[config.mk]
export PLATFORM = sky130hd
export DESIGN_NAME = i2c_rd_master
export DESIGN_NICKNAME = d
export VERILOG_FILES = /design/src/rtl/i2c_rd_master.sv
export SDC_FILE = /design/constraint.sdc
export NUM_CORES = 1
export LEC_CHECK = 0
export BUFFER_PORTS_ARGS = -buffer_cell sky130_fd_sc_hd__buf_4
export CORE_ASPECT_RATIO = 0.7
export CORE_MARGIN = 5
export CORE_UTILIZATION = 30
export CTS_CLUSTER_SIZE = 40
export DETAILED_ROUTE_END_ITERATION = 12
export PLACE_DENSITY = 0.56
export SLEW_MARGIN = 40
export SYNTH_ARGS = -nofsm -noshare
export SYNTH_HDL_FRONTEND = slang
export SYNTH_SLANG_ARGS = --single-unit
[constraint.sdc]
create_clock -name clk -period 3 [get_ports clk]
set_input_delay 0.45 -clock clk [delete_from_list [all_inputs] [get_ports clk]]
set_output_delay 0.45 -clock clk [all_outputs]
set_load 0.005 [all_outputs]
[src/rtl/i2c_rd_master.sv]
module i2c_rd_master #(
  parameter int QTR = 25,
  parameter int CW  = 8
) (
  input  logic          clk,
  input  logic          rst_n,
  input  logic          start_req,
  input  logic          stop_req,
  input  logic [6:0]    addr,
  input  logic [CW-1:0] byte_cnt,
  input  logic          rd_ack,
  output logic [7:0]    rx_data,
  output logic          rx_ready,
  output logic          busy,
  output logic          start_pend,
  output logic          nack_flag,
  output logic          scl_oe,
  output logic          sda_oe,
  input  logic          scl_in,
  input  logic          sda_in
);
  localparam int TW = (QTR > 1) ? $clog2(QTR) : 1;

  typedef enum logic [1:0] {S_IDLE, S_START, S_XFER, S_STOP} st_t;

  st_t           st;
  logic [TW-1:0] tmr;
  logic [1:0]    ph;
  logic [3:0]    bitn;
  logic          is_data, last_q, ack_s, stop_pend;
  logic [7:0]    shreg;
  logic [CW-1:0] cnt_q, nbytes;

  assign busy = (st != S_IDLE);

  wire stall   = (st == S_XFER) && is_data && (bitn == 4'd7) && (ph == 2'd0) && rx_ready;
  wire wait_hi = ((st == S_XFER) || (st == S_STOP)) && (ph == 2'd2) && !scl_in;
  wire step    = busy && !stall && !wait_hi && (tmr == TW'(QTR - 1));
  wire last    = stop_pend || stop_req || ((cnt_q != '0) && (nbytes == cnt_q));

  always_ff @(posedge clk or negedge rst_n) begin
    if (!rst_n) begin
      st <= S_IDLE;
      tmr <= '0;
      ph <= 2'd0;
      bitn <= 4'd0;
      is_data <= 1'b0;
      last_q <= 1'b0;
      ack_s <= 1'b0;
      stop_pend <= 1'b0;
      shreg <= 8'd0;
      cnt_q <= '0;
      nbytes <= '0;
      rx_data <= 8'd0;
      rx_ready <= 1'b0;
      start_pend <= 1'b0;
      nack_flag <= 1'b0;
      scl_oe <= 1'b0;
      sda_oe <= 1'b0;
    end else begin
      if (rd_ack) rx_ready <= 1'b0;
      if (stop_req && busy) stop_pend <= 1'b1;

      if (!busy || stall || wait_hi || step) tmr <= '0;
      else tmr <= tmr + TW'(1);

      case (st)
        S_IDLE: if (start_req) begin
          st <= S_START;
          ph <= 2'd0;
          start_pend <= 1'b1;
          nack_flag <= 1'b0;
          stop_pend <= 1'b0;
          cnt_q <= byte_cnt;
          nbytes <= '0;
          shreg <= {addr, 1'b1};
          sda_oe <= 1'b1;
        end
        S_START: if (step) begin
          if (ph == 2'd0) ph <= 2'd1;
          else begin
            ph <= 2'd0;
            st <= S_XFER;
            scl_oe <= 1'b1;
            bitn <= 4'd0;
            is_data <= 1'b0;
          end
        end
        S_XFER: if (step) begin
          ph <= ph + 2'd1;
          case (ph)
            2'd0: begin
              if (bitn == 4'd8) begin
                sda_oe <= is_data && !last;
                last_q <= last;
              end else begin
                sda_oe <= !is_data && !shreg[7];
              end
            end
            2'd1: scl_oe <= 1'b0;
            2'd2: begin
              if (bitn == 4'd8) ack_s <= sda_in;
              else shreg <= {shreg[6:0], sda_in};
              if (is_data && bitn == 4'd7) begin
                rx_data <= {shreg[6:0], sda_in};
                rx_ready <= 1'b1;
                nbytes <= nbytes + CW'(1);
              end
            end
            default: begin
              scl_oe <= 1'b1;
              if (bitn != 4'd8) bitn <= bitn + 4'd1;
              else begin
                bitn <= 4'd0;
                if (!is_data) begin
                  start_pend <= 1'b0;
                  if (ack_s) begin
                    nack_flag <= 1'b1;
                    st <= S_STOP;
                  end else begin
                    is_data <= 1'b1;
                  end
                end else if (last_q) begin
                  st <= S_STOP;
                end
              end
            end
          endcase
        end
        default: if (step) begin
          ph <= ph + 2'd1;
          case (ph)
            2'd0: sda_oe <= 1'b1;
            2'd1: scl_oe <= 1'b0;
            2'd2: ;
            default: begin
              sda_oe <= 1'b0;
              st <= S_IDLE;
            end
          endcase
        end
      endcase
    end
  end
endmodule


==> impl_metrics.tcl <==
set metrics [dict create \
    status "complete, no violations" \
    grt_pass1_vias 2522 \
    crit_arrival_ps 2690 \
    fin_skew_ps 7.32 \
    relSlewSlack_pct 63.3 \
    utilization_pct 36.2 \
    routed_wl_um 7920 \
    clkSlewWorstSetupHoldPaths_ps 70 \
    synthArstFlopShare_pct 100 \
    ctsHtreeMaxLevel 2 \
    synthesis.area_per_instance_um2 9.83 \
    grt_pass1_wl_um 13400 \
    fp-row-count 31 \
    worst_pin_slew_ps 545 \
    ys_seq_area_share_pct 43.0 \
    hold_viol 0 \
    r2r-start "ph[0]" \
    hpwl_um 5890 \
    ys_ff_latch 54 \
    tns_ps 0 \
    initial_utilization_pct 30.6 \
    root_buffer "clkbuf_16" \
    swShare_pct 37.3 \
    synth_top_family_by_area "compound AO/OA/AOI/OAI gates" \
    min_period_over_period_pct 83.5 \
    nets 391 \
    cts_tree "done" \
    wl_per_cell_um 16.2 \
    vias 2501 \
    grt_usage_pct 13.2 \
    clkSinkCount 54 \
    p_int_uw 1670 \
    synth_edf_count 0 \
    syn_nets 355 \
    holdCritPathClass "input pin to async pin" \
    synth_compound_area_share_pct 18.3 \
    gp_congestion 0.883 \
    netlist_area_um2 3150 \
    cts_buffers 5 \
    synth_fa_ha_area_share_pct 5.17 \
    seq_power_share_pct 39.0 \
    period_minus_slack_ps 2500 \
    cp-end-kind "flop" \
    via_per_inst 5.11 \
    grt_max_degree 55 \
    die_h_um 95.7 \
    dr.pass1.iters 4 \
    reg2reg_slack_ps 500 \
    ir_drop_mv 0.421 \
    io_pins 36 \
    setup_slack_ps 496 \
    die_area_um2 12700 \
    cp_max_fo 11 \
    combPwrFrac_pct 38.6 \
    ys_top_cells_by_area "dfrtp_1 43%, ha_1 5.2%, mux2_2 3.9%" \
    drcViolationCount 0 \
    grt_overflow 0 \
    placement.io_buffers 35 \
    synthSimpleGateAreaFrac_pct 16.8 \
    r2r_end "nbytes[3]" \
    syn_inst 320 \
    startpoint_type "flop" \
    power_density_nw_per_um2 717 \
    antenna_found_initial 0 \
    worstSetupPathType "flop to flop" \
    leakagePower_uw 0.00174 \
    coreArea_um2 10300 \
    antenna_left 0 \
    p_switching_uw 994 \
    p_total_uw 2670 \
    yosysTopAreaCell "dfrtp_1" \
    yosysTopAreaCellShare_pct 43.0 \
    insertedDiodeCount 0 \
    yosys_warnings 0 \
    nFillCells 1062 \
    die_w_um 132 \
    timing.hold.ws_ps 95.1 \
    synthMuxAreaShare_pct 7.80 \
    synth_flop_cell "dfrtp_1" \
    critPathRequiredTime_ps 3180 \
    first_iter_violations 219 \
    slew_violations 0 \
    holdBufCountCts 0 \
    pre_cts_ws_ps 522 \
    setup_viol 0 \
    drive_above_1_share_pct 21.6 \
    cts_resized 0 \
    fmax_mhz 399 \
    clock_latency_ps 300 \
    cts_setup_buffers 0 \
    cts_buffer_depth 2 \
    synth_xor_xnor_area_share_pct 3.62 \
    syn_to_final_growth_pct 18.3 \
    maxCapViolCount 0 \
    synth_cell_types 62 \
    p_clk_share_pct 22.4 \
    r2r_cells 8 \
    rsz0062_at_grt "no" \
]
## layer usage
metal	track usage [%]	routed length [um]	part of all wire, %	vias to the layer above
met2	18.8	3210	41	59
met1	19.8	4160	53	1203
met3	3.43	465	5.9	8
met5	0	0	0	-
met4	2.97	76	0.96	0
li1	-	-	-	1231
## sequential cells by signal, summed over array words and instances (netlist names)
signal      flops
sda_oe          1
bitn            4
st              2
rx_data         8
is_data         1
stop_pend       1
ph              2
last_q          1
scl_oe          1
nack_flag       1
cnt_q           8
tmr             5
nbytes          8
ack_s           1
shreg           8
start_pend      1
rx_ready        1
## cell usage in the layout, fill, tap and decap left out, types with 3 or more instances in the layout
| cell type | count |
|---|---|
| ha_1 | 13 |
| o41ai_1 | 3 |
| mux2_2 | 11 |
| a31oi_1 | 3 |
| o31ai_1 | 3 |
| nand3_1 | 13 |
| nand4_1 | 5 |
| a21oi_1 | 12 |
| xnor2_1 | 3 |
| o21ai_0 | 19 |
| nand2_1 | 31 |
| mux2i_1 | 11 |
| inv_1 | 24 |
| nor4_1 | 5 |
| and2_1 | 4 |
| nor2_1 | 22 |
| nand2b_1 | 4 |
| buf_4 | 44 |
| a221oi_2 | 7 |
| clkbuf_16 | 5 |
| dfrtp_1 | 54 |
| xor2_1 | 10 |
## layout make-up
class / count / area [um2] / share of cell area [%]
clock buffer: 7 / 143 / 3.83
clock inverter: 1 / 5.00 / 0.135
inverter: 24 / 90.1 / 2.42
multi-input combinational: 226 / 1620 / 43.7
sequential: 54 / 1350 / 36.3
tap: 132 / 165 / 4.44
timing repair buffer: 45 / 342 / 9.18
## worst max-delay path by stage
stage               depth (start not counted)  startpoint        end  slack (ps)
finish                                      8       ph[0]  nbytes[3]         500
detailed placement                          8       st[0]  nbytes[3]         520
global route                                8       ph[0]  nbytes[2]         320
floorplan                                   8       st[0]     sda_oe         810
CTS                                         8       st[0]  nbytes[3]         510
global placement                            8       st[0]  nbytes[2]         560
## synth_stat cells (4+ instances only)
cell	instances
dfrtp_1	54
nand2_1	31
inv_1	24
nor2_1	22
o21ai_0	19
ha_1	13
nand3_1	13
a21oi_1	12
clkbuf_1	12
mux2_2	11
mux2i_1	11
xor2_1	10
a221oi_2	7
nand4_1	5
nor4_1	5
and2_1	4
nand2b_1	4
## power groups by stage
stage	Sequential (uW)	Combinational (uW)	Clock [uW]
6_report	1040	1030	598
5_1_grt	1070	1140	645
4_1_cts	1040	1030	615
3_5_place_dp	1050	1030	0
3_3_place_gp	1050	1020	0
2_1_floorplan	1010	746	0
## cell families after synthesis
| logic type | count (synthesis) |
|---|---|
| buffers and inverters | 40 |
| and+or+nand+nor | 103 |
| adders and majority gates | 13 |
| muxes | 23 |
| AOI/OAI and AO/OA | 74 |
| xor gates and xnor gates | 13 |
| DFF | 54 |
## metrics by stage
| step | cell area (um2) | instances |
|---|---|---|
| after floorplan | 3150 | 320 |
| after global routing | 3720 | 489 |
| final | 3720 | 489 |
| after global placement | 3570 | 481 |
| after detailed placement | 3570 | 481 |
| after CTS | 3720 | 489 |
## worst max-delay path, cell delays in order, from the launching register on
cell and delay, ps:
dfrtp_1 430, inv_1 90, ha_1 250, nor2b_1 200
a211oi_4 510, buf_4 250, and2_1 260, nand3_1 110
o311a_1 300
No activity file was read; power rests on OpenSTA's default activity.
